## config.mk

```make
export PLATFORM = sky130hd
export DESIGN_NAME = irq_level_encoder
export DESIGN_NICKNAME = d
export VERILOG_FILES = /design/src/rtl/irq_enc_pkg.sv /design/src/rtl/irq_rst_sync.sv /design/src/rtl/irq_pending_enc.sv /design/src/rtl/irq_vector_file.sv /design/src/rtl/irq_ack_ctrl.sv /design/src/rtl/irq_level_encoder.sv
export SDC_FILE = /design/constraint.sdc
export NUM_CORES = 1
export LEC_CHECK = 0
export ABC_CLOCK_PERIOD_IN_PS = 3450
export BUFFER_PORTS_ARGS = -buffer_cell sky130_fd_sc_hd__buf_2
export CORE_MARGIN = 10
export CORE_UTILIZATION = 31
export DETAILED_ROUTE_END_ITERATION = 10
export GPL_TIMING_DRIVEN = 0
export MAX_ROUTING_LAYER = met4
export PLACE_DENSITY = 0.47
export SLEW_MARGIN = 20
export SYNTH_ARGS = -nofsm -noshare
export SYNTH_HDL_FRONTEND = slang
export SYNTH_SLANG_ARGS = --single-unit
```

## constraint.sdc

```tcl
create_clock -name clk -period 3.45 [get_ports clk]
set_input_delay 0.5175 -clock clk [delete_from_list [all_inputs] [get_ports clk]]
set_output_delay 0.5175 -clock clk [all_outputs]
set_load 0.03 [all_outputs]
```

## src/rtl/irq_enc_pkg.sv

```systemverilog
`timescale 1ns/1ps
package irq_enc_pkg;
  localparam int NUM_SRC = 7;
  localparam int LVL_W   = $clog2(NUM_SRC + 1);
  localparam int VEC_W   = 8;

  typedef logic [LVL_W-1:0] lvl_t;
  typedef logic [VEC_W-1:0] vec_t;

  typedef enum logic [1:0] {
    ACK_IDLE  = 2'd0,
    ACK_SERVE = 2'd1,
    ACK_HOLD  = 2'd2
  } ack_state_e;
endpackage

```

## src/rtl/irq_rst_sync.sv

```systemverilog
`timescale 1ns/1ps
module irq_rst_sync (
  input  logic clk,
  input  logic rst_n,
  output logic rst_sync_n
);
  logic [1:0] sync_q;

  always_ff @(posedge clk or negedge rst_n) begin
    if (!rst_n) sync_q <= 2'b00;
    else        sync_q <= {sync_q[0], 1'b1};
  end

  assign rst_sync_n = sync_q[1];
endmodule

```

## src/rtl/irq_pending_enc.sv

```systemverilog
`timescale 1ns/1ps
module irq_pending_enc
  import irq_enc_pkg::*;
(
  input  logic               clk,
  input  logic               rst_n,
  input  logic [NUM_SRC-1:0] req_i,
  input  logic [NUM_SRC-1:0] ack_i,
  output lvl_t               level_o
);
  logic [NUM_SRC-1:0] pend_q;
  logic [NUM_SRC-1:0] pend_d;

  // A held request re-sets its bit; an acknowledge only clears a released line.
  always_comb begin
    pend_d = req_i | (pend_q & ~ack_i);
  end

  always_ff @(posedge clk or negedge rst_n) begin
    if (!rst_n) pend_q <= '0;
    else        pend_q <= pend_d;
  end

  // Highest index wins: later iterations override earlier ones.
  always_comb begin
    level_o = '0;
    for (int k = 0; k < NUM_SRC; k++) begin
      if (pend_q[k]) level_o = lvl_t'(k + 1);
    end
  end
endmodule

```

## src/rtl/irq_vector_file.sv

```systemverilog
`timescale 1ns/1ps
module irq_vector_file
  import irq_enc_pkg::*;
#(
  parameter int VEC_BASE = 'h40,
  parameter int SPUR_VEC = 'h18
) (
  input  logic clk,
  input  logic rst_n,
  input  logic wr_en_i,
  input  lvl_t wr_lvl_i,
  input  vec_t wr_data_i,
  input  lvl_t rd_lvl_i,
  output vec_t rd_vec_o
);
  vec_t vec_arr [NUM_SRC];

  for (genvar g = 0; g < NUM_SRC; g++) begin : g_vec
    logic hit;
    vec_t vec_q;
    vec_t vec_d;

    assign hit = wr_en_i && (wr_lvl_i == lvl_t'(g + 1));

    always_comb begin
      vec_d = hit ? wr_data_i : vec_q;
    end

    always_ff @(posedge clk or negedge rst_n) begin
      if (!rst_n) vec_q <= vec_t'(VEC_BASE + g + 1);
      else        vec_q <= vec_d;
    end

    assign vec_arr[g] = vec_q;
  end

  // Level 0, or any level without a source, reads the spurious vector.
  always_comb begin
    rd_vec_o = vec_t'(SPUR_VEC);
    for (int k = 0; k < NUM_SRC; k++) begin
      if (rd_lvl_i == lvl_t'(k + 1)) rd_vec_o = vec_arr[k];
    end
  end
endmodule

```

## src/rtl/irq_ack_ctrl.sv

```systemverilog
`timescale 1ns/1ps
module irq_ack_ctrl
  import irq_enc_pkg::*;
(
  input  logic               clk,
  input  logic               rst_n,
  input  logic               iack_i,
  input  logic               as_n_i,
  input  lvl_t               addr_i,
  input  vec_t               sel_vec_i,
  output vec_t               vec_o,
  output logic               vec_oe_o,
  output logic               dtack_n_o,
  output logic [NUM_SRC-1:0] src_ack_o
);
  ack_state_e         state_q, state_d;
  vec_t               vec_q;
  logic               vec_ld;
  logic               oe_q, oe_d;
  logic               dtk_n_q, dtk_n_d;
  logic [NUM_SRC-1:0] ack_q, ack_d;
  logic               start;

  assign start  = iack_i && !as_n_i;
  assign vec_ld = (state_q == ACK_IDLE) && start;

  always_comb begin
    state_d = state_q;
    oe_d    = oe_q;
    dtk_n_d = dtk_n_q;
    ack_d   = '0;
    case (state_q)
      ACK_IDLE: begin
        if (start) begin
          state_d = ACK_SERVE;
          oe_d    = 1'b1;
          for (int k = 0; k < NUM_SRC; k++) begin
            ack_d[k] = (addr_i == lvl_t'(k + 1));
          end
        end
      end
      ACK_SERVE: begin
        if (as_n_i) begin
          state_d = ACK_IDLE;
          oe_d    = 1'b0;
        end else begin
          state_d = ACK_HOLD;
          dtk_n_d = 1'b0;
        end
      end
      ACK_HOLD: begin
        if (as_n_i) begin
          state_d = ACK_IDLE;
          oe_d    = 1'b0;
          dtk_n_d = 1'b1;
        end
      end
      default: begin
        state_d = ACK_IDLE;
        oe_d    = 1'b0;
        dtk_n_d = 1'b1;
      end
    endcase
  end

  always_ff @(posedge clk or negedge rst_n) begin
    if (!rst_n) begin
      state_q <= ACK_IDLE;
      oe_q    <= 1'b0;
      dtk_n_q <= 1'b1;
      ack_q   <= '0;
    end else begin
      state_q <= state_d;
      oe_q    <= oe_d;
      dtk_n_q <= dtk_n_d;
      ack_q   <= ack_d;
    end
  end

  always_ff @(posedge clk or negedge rst_n) begin
    if (!rst_n)      vec_q <= '0;
    else if (vec_ld) vec_q <= sel_vec_i;
  end

  assign vec_o     = oe_q ? vec_q : '0;
  assign vec_oe_o  = oe_q;
  assign dtack_n_o = dtk_n_q;
  assign src_ack_o = ack_q;
endmodule

```

## src/rtl/irq_level_encoder.sv

```systemverilog
`timescale 1ns/1ps
module irq_level_encoder
  import irq_enc_pkg::*;
#(
  parameter int VEC_BASE = 'h40,
  parameter int SPUR_VEC = 'h18
) (
  input  logic               clk,
  input  logic               rst_n,
  input  logic [NUM_SRC-1:0] req_i,
  input  logic [LVL_W-1:0]   mask_i,
  output logic [LVL_W-1:0]   ipl_n_o,
  output logic               take_o,
  input  logic               iack_i,
  input  logic               as_n_i,
  input  logic [LVL_W-1:0]   addr_i,
  output logic [VEC_W-1:0]   vec_o,
  output logic               vec_oe_o,
  output logic               dtack_n_o,
  output logic [NUM_SRC-1:0] src_ack_o,
  input  logic               wr_en_i,
  input  logic [LVL_W-1:0]   wr_lvl_i,
  input  logic [VEC_W-1:0]   wr_data_i
);
  logic               rst_sync_n;
  lvl_t               level;
  vec_t               sel_vec;
  logic [NUM_SRC-1:0] ack_pulse;

  irq_rst_sync u_rst (
    .clk        (clk),
    .rst_n      (rst_n),
    .rst_sync_n (rst_sync_n)
  );

  irq_pending_enc u_pend (
    .clk     (clk),
    .rst_n   (rst_sync_n),
    .req_i   (req_i),
    .ack_i   (ack_pulse),
    .level_o (level)
  );

  irq_vector_file #(
    .VEC_BASE (VEC_BASE),
    .SPUR_VEC (SPUR_VEC)
  ) u_vec (
    .clk       (clk),
    .rst_n     (rst_sync_n),
    .wr_en_i   (wr_en_i),
    .wr_lvl_i  (wr_lvl_i),
    .wr_data_i (wr_data_i),
    .rd_lvl_i  (addr_i),
    .rd_vec_o  (sel_vec)
  );

  irq_ack_ctrl u_ack (
    .clk       (clk),
    .rst_n     (rst_sync_n),
    .iack_i    (iack_i),
    .as_n_i    (as_n_i),
    .addr_i    (addr_i),
    .sel_vec_i (sel_vec),
    .vec_o     (vec_o),
    .vec_oe_o  (vec_oe_o),
    .dtack_n_o (dtack_n_o),
    .src_ack_o (ack_pulse)
  );

  assign src_ack_o = ack_pulse;
  assign ipl_n_o   = ~level;
  assign take_o    = (level > mask_i);
endmodule

```

== Yosys cells after proc, flatten, opt, wreduce, memory -nomap -nowiden ==
Index checks and enable logic that the tools add are counted.
Storage, ports and cells
  bits in registers: 84
  bits of input ports: 29
  output and inout bits: 21
  word-level logic and storage cells: 82
Cells by class
  order comparisons: 1
  eq/ne operators: 20
  muxes and demuxes: 27
  bitwise logic cells: 5
  reductions and logical operators: 15
Operator list (number)
  $mux W8: 8
  $eq A3 B3 Y1 const B: 8
  $mux W3: 6
  $mux W7: 2
  $eq A3 B2 Y1 const B: 4
  $logic_and A1 B1 Y1: 9
  $and A7 B7 Y7: 1
  $not A7 Y7: 1
  $or A7 B7 Y7: 1
  $eq A3 B1 Y1 const B: 2
  $mux W2: 3
  $pmux W2 S3: 1
  $mux W1: 5
  $ne A2 B1 Y1 const B: 2
  $ne A2 B2 Y1 const B: 2
  $reduce_and A2 Y1: 2
  $gt A3 B3 Y1: 1
  $not A3 Y3: 1
  $pmux W1 S3: 1
  $reduce_and A3 Y1: 1
  $eq A2 B1 Y1 const B: 1
  $eq A2 B2 Y1 const B: 1
  $logic_not A2 Y1: 1
  $pmux W1 S2: 1
  3 further kinds: 3

== Depth between registers and ports, before layout ==
  word-level depth: 8
  gate-level depth with buffers: 9
  mapped depth without buffers: 9

== Modules after synthesis ==
From an unflattened synthesis, not the netlist that was laid out.
Unflattened totals
  cells, all modules: 320
  area, all modules: 4110.2 sq um
By module, submodules not included
  irq_vector_file: times used 1, cells an instance 207, area an instance 2844.0 sq um, seq. area each 1425.1 sq um
  irq_ack_ctrl: times used 1, cells an instance 69, area an instance 835.8 sq um, seq. area each 476.7 sq um
  irq_pending_enc: times used 1, cells an instance 29, area an instance 296.5 sq um, seq. area each 175.2 sq um
  irq_level_encoder: times used 1, cells an instance 12, area an instance 80.1 sq um, seq. area each 0.0 sq um
  irq_rst_sync: times used 1, cells an instance 3, area an instance 53.8 sq um, seq. area each 50.0 sq um

== Worst setup path before layout ==
OpenSTA, ideal clock, no wires.
  path type: reg-to-output
  from: register u_pend.pend_q[0]
  to: output port take_o
  arrival: 1973 ps
  required time: 2932 ps
  path slack: 960 ps
  cell stages (with the launch flop): 6
  buffers on the path: 0
  cells stage by stage: dfrtp_1 > a21oi_1 > o21bai_1 > a21oi_1 > ha_1 > a31oi_1
Between the ends
  word-level cells in the longest chain between the ends: 8
RTL lines
  start, declared: line irq_pending_enc.sv:11  | logic [NUM_SRC-1:0] pend_q;
  start signal, assigned: line irq_pending_enc.sv:21  | else pend_q <= pend_d;
  $mux W1: line irq_pending_enc.sv:28  | if (pend_q[k]) level_o = lvl_t'(k + 1);
  $mux W3 (6 in series): line irq_pending_enc.sv:28
  $gt A3 B3 Y1: line irq_level_encoder.sv:72  | assign take_o = (level > mask_i);
  end, declared: line irq_level_encoder.sv:13  | output logic take_o,
No other way between the ends.

== Final worst setup path ==
  from: register u_pend.pend_q[3]
  to: output port take_o
Between the ends
  word-level cells in the longest chain between the ends: 5
RTL lines (line)
  $mux W3 (4 in series): irq_pending_enc.sv:28
  $gt A3 B3 Y1: irq_level_encoder.sv:72
No other way between the ends.

==> results_dict.tcl <==
set metrics [dict create \
    run_status "completed" \
    worst_clock_skew_ns 0.00639 \
    yosys_register_bits 84 \
    met3_wirelength_um 593 \
    hold_class "register to async pin" \
    grt_pass1_wl_mm 16.0 \
    insertion_delay_to_the_later_sink_of_the_worst_skew_pair_ns 0.33 \
    total_power_density_per_cell_area_nw_per_um2 630 \
    placement.io_buffers 45 \
    routed-wl-met2_mm 4.43 \
    area_growth_pct 19.9 \
    antenna_cells_inserted 0 \
    synth-warning-count 0 \
    peak_freq_ghz 0.408 \
    globalRouteOverflowTotal 0 \
    globalRouteTotalUtil 0.118 \
    final_cell_count_no_fill 557 \
    synth_top_cell_area_share 0.400 \
    core_area_um2 12600 \
    via_count 2664 \
    synthTopCellsByArea "sky130_fd_sc_hd__dfrtp_1, sky130_fd_sc_hd__mux2_2, sky130_fd_sc_hd__dfstp_2, sky130_fd_sc_hd__mux2i_1, sky130_fd_sc_hd__ha_1" \
    cts_sinks 84 \
    synth.avg_cell_area_um2 12.4 \
    initialDrtViolationCount 153 \
    setup_violations 0 \
    synth.largest_area_cell "sky130_fd_sc_hd__dfrtp_1" \
    cts-htree-levels 3 \
    grt_start_max_net_pins 54 \
    final.min_clock_period_ns 2.45 \
    cts.reportedPaths.clkPinSlew_ns 0.06 \
    initial_utilization 0.317 \
    drt-total-wl_mm 9.97 \
    syn-cell-area_um2 4010 \
    drt_pass1_iterations 4 \
    number_of_instances_in_the_synthesized_netlist 322 \
    finalMaxSlewViolations 0 \
    dp_cells 540 \
    top_layer_used "met4" \
    io_pins 50 \
    die_area_um2 17900 \
    crit_path_end_kind "primary output" \
    worst_setup_path_start_kind "register" \
    number_of_antenna_violations_at_the_first_check_in_global_routing 0 \
    drive_gt1_frac 0.426 \
    hold_violations 0 \
    fp.dieH_um 134 \
    cts_tree "built" \
    final_nets 415 \
    timing.hold.ws_ns 0.273 \
    maximum_buffer_depth_of_the_clock_tree 2 \
    cp_max_fo 4 \
    wl_met1_mm 4.85 \
    clock-root-buffer "sky130_fd_sc_hd__clkbuf_16" \
    tns_ns 0 \
    detailedPlacementHpwl_mm 6.97 \
    detail_route.vias_per_cell 4.78 \
    drc 0 \
    crit_required_ns 2.93 \
    synth_enable_flop_cells 0 \
    max-vdd-ir-drop_mv 0.198 \
    synth_sequential_area_ratio 0.531 \
    finalWeightedCongestion 0.754 \
    cts_buffers 9 \
    synth_flop_cell "sky130_fd_sc_hd__dfrtp_1" \
    unrepaired_setup_endpoints_after_global_routing "no" \
    grt_pass1_vias 2749 \
    final_min_period_over_clock_period 0.710 \
    max_cap_viol_count 0 \
    worst-setup-path-type "register to primary output" \
    number_of_distinct_library_cells_after_synthesis 42 \
    die_width_um 134 \
    synth-async-reset-ratio 1.00 \
    core.rowCount 41 \
    wire_per_inst_um 17.9 \
    detail-route-antenna-nets 0 \
    detailed_place.area_um2 4480 \
    post_layout_power_mw 3.03 \
    postSynthNetCount 357 \
    power_leakage_nw 2.17 \
    worst-endpoint-arrival_ns 1.93 \
    relSlewSlack 0.641 \
    design_area_um2 4800 \
    ctsResizeCount 0 \
    tightest_slew_ns 0.536 \
]
per-layer routing:
layer  track usage  vias to the layer above
li1              -                     1287
met1         0.158                     1299
met2         0.172                       69
met3        0.0308                        9
met4        0.0381                        0
met5             -                        -
final timing paths:
kind                                   from  cells after the start  slack [ns]                 endpoint
min reg2reg                 u_rst.sync_q[1]                      0        0.27  u_vec.g_vec[0].vec_q[2]
min                         u_rst.sync_q[1]                      0        0.27  u_vec.g_vec[0].vec_q[2]
max in group asynchronous   u_rst.sync_q[1]                      1        2.53          u_ack.dtack_n_o
max reg2reg                u_ack.state_q[1]                      5        1.64           u_ack.vec_q[6]
max                        u_pend.pend_q[3]                      6        1.00                   take_o
min in group clk            u_rst.sync_q[0]                      0        0.35          u_rst.sync_q[1]
cell type report:
| class | count | area, um^2 |
|---|---|---|
| tap | 172 | 215 |
| timing repair buffer | 47 | 263 |
| clock buffer | 9 | 225 |
| multi-input combinational | 206 | 1700 |
| fill | 1278 | 7820 |
| sequential | 84 | 2130 |
| buffer | 15 | 114 |
| inverter | 17 | 63.8 |
| clock inverter | 7 | 91.3 |
placed cells by master (no fill, tap or decap), types with 2 or more instances in the layout:
cell type	synthesis	final
sky130_fd_sc_hd__dfrtp_1	64	63
sky130_fd_sc_hd__mux2_2	57	57
sky130_fd_sc_hd__buf_2	7	52
sky130_fd_sc_hd__dfstp_2	20	20
sky130_fd_sc_hd__inv_1	16	16
sky130_fd_sc_hd__a21oi_1	13	13
sky130_fd_sc_hd__nand2_1	12	12
sky130_fd_sc_hd__o21ai_0	11	11
sky130_fd_sc_hd__and2_1	10	10
sky130_fd_sc_hd__mux2i_1	9	9
sky130_fd_sc_hd__clkbuf_16	0	9
sky130_fd_sc_hd__nor2b_1	8	8
sky130_fd_sc_hd__nor2_1	8	8
sky130_fd_sc_hd__a21o_1	8	8
sky130_fd_sc_hd__nor3_1	7	7
sky130_fd_sc_hd__o22ai_1	7	7
sky130_fd_sc_hd__buf_6	6	6
sky130_fd_sc_hd__a32oi_1	6	6
sky130_fd_sc_hd__a211oi_1	6	6
sky130_fd_sc_hd__a211o_1	6	6
sky130_fd_sc_hd__ha_1	6	6
sky130_fd_sc_hd__nand2b_1	4	4
sky130_fd_sc_hd__o21bai_1	3	3
sky130_fd_sc_hd__nand4b_2	3	3
sky130_fd_sc_hd__o32ai_1	3	3
sky130_fd_sc_hd__clkinv_2	0	3
sky130_fd_sc_hd__and3_1	2	2
sky130_fd_sc_hd__and4bb_2	2	2
sky130_fd_sc_hd__a2bb2oi_1	2	2
sky130_fd_sc_hd__o21ai_1	2	2
sky130_fd_sc_hd__bufinv_16	0	2
cell usage after synthesis (3+ instances only):
master,n
sky130_fd_sc_hd__a211o_1,6
sky130_fd_sc_hd__dfrtp_1,64
sky130_fd_sc_hd__inv_1,16
sky130_fd_sc_hd__o32ai_1,3
sky130_fd_sc_hd__a21oi_1,13
sky130_fd_sc_hd__nand4b_2,3
sky130_fd_sc_hd__nor2b_1,8
sky130_fd_sc_hd__ha_1,6
sky130_fd_sc_hd__nand2b_1,4
sky130_fd_sc_hd__dfstp_2,20
sky130_fd_sc_hd__nor3_1,7
sky130_fd_sc_hd__and2_1,10
sky130_fd_sc_hd__o21bai_1,3
sky130_fd_sc_hd__nor2_1,8
sky130_fd_sc_hd__a211oi_1,6
sky130_fd_sc_hd__a32oi_1,6
sky130_fd_sc_hd__buf_2,7
sky130_fd_sc_hd__buf_6,6
sky130_fd_sc_hd__o22ai_1,7
sky130_fd_sc_hd__a21o_1,8
sky130_fd_sc_hd__nand2_1,12
sky130_fd_sc_hd__mux2_2,57
sky130_fd_sc_hd__mux2i_1,9
sky130_fd_sc_hd__o21ai_0,11
what timing repair did:
item | 4_1_cts | 5_1_grt
endpoints found under the hold margin | 2 | 0
setup buffers | 0 | 0
hold buffers | 1 | 0
cell families (layout without fill, tap and decap cells):
group / after synthesis / count (layout) / synth area share
other: 1 / 1 / 0.000936
AO/OA/AOI/OAI: 69 / 69 / 0.116
AND/OR/NAND/NOR: 64 / 64 / 0.106
flip-flops: 84 / 84 / 0.531
multiplexers: 66 / 66 / 0.183
buffers and inverters: 32 / 95 / 0.0444
adder cells (fa/ha/maj): 6 / 6 / 0.0187
registers in the layout, summed over array words and instances (netlist names):
name / cells
u_ack.dtack_n_o: 1
u_ack.src_ack_o: 7
u_ack.state_q: 2
u_ack.vec_oe_o: 1
u_ack.vec_q: 8
u_pend.pend_q: 7
u_rst.sync_q: 2
u_vec.g_vec.vec_q: 56
power breakdown:
group	switching (mW)	internal [mW]	total [mW]
Combinational	0.333	0.300	0.633
Sequential	0.133	1.24	1.37
Clock	0.388	0.631	1.02
Total	0.854	2.17	3.03
stage by stage:
stage               setup slack (ns)   util
finish                          1.00  0.381
global route                   0.820  0.381
CTS                            0.967  0.381
detailed placement              1.34  0.355
global placement              -0.174  0.352
floorplan                      0.960      -
critical path, stage by stage (launching register included):
cell	delay [ns]
sky130_fd_sc_hd__dfrtp_1	0.42
sky130_fd_sc_hd__o31ai_1	0.34
sky130_fd_sc_hd__ha_1	0.31
sky130_fd_sc_hd__a21o_1	0.16
sky130_fd_sc_hd__a21oi_1	0.14
sky130_fd_sc_hd__a31oi_1	0.05
sky130_fd_sc_hd__buf_2	0.18
Power figures use the tool's default switching activity.
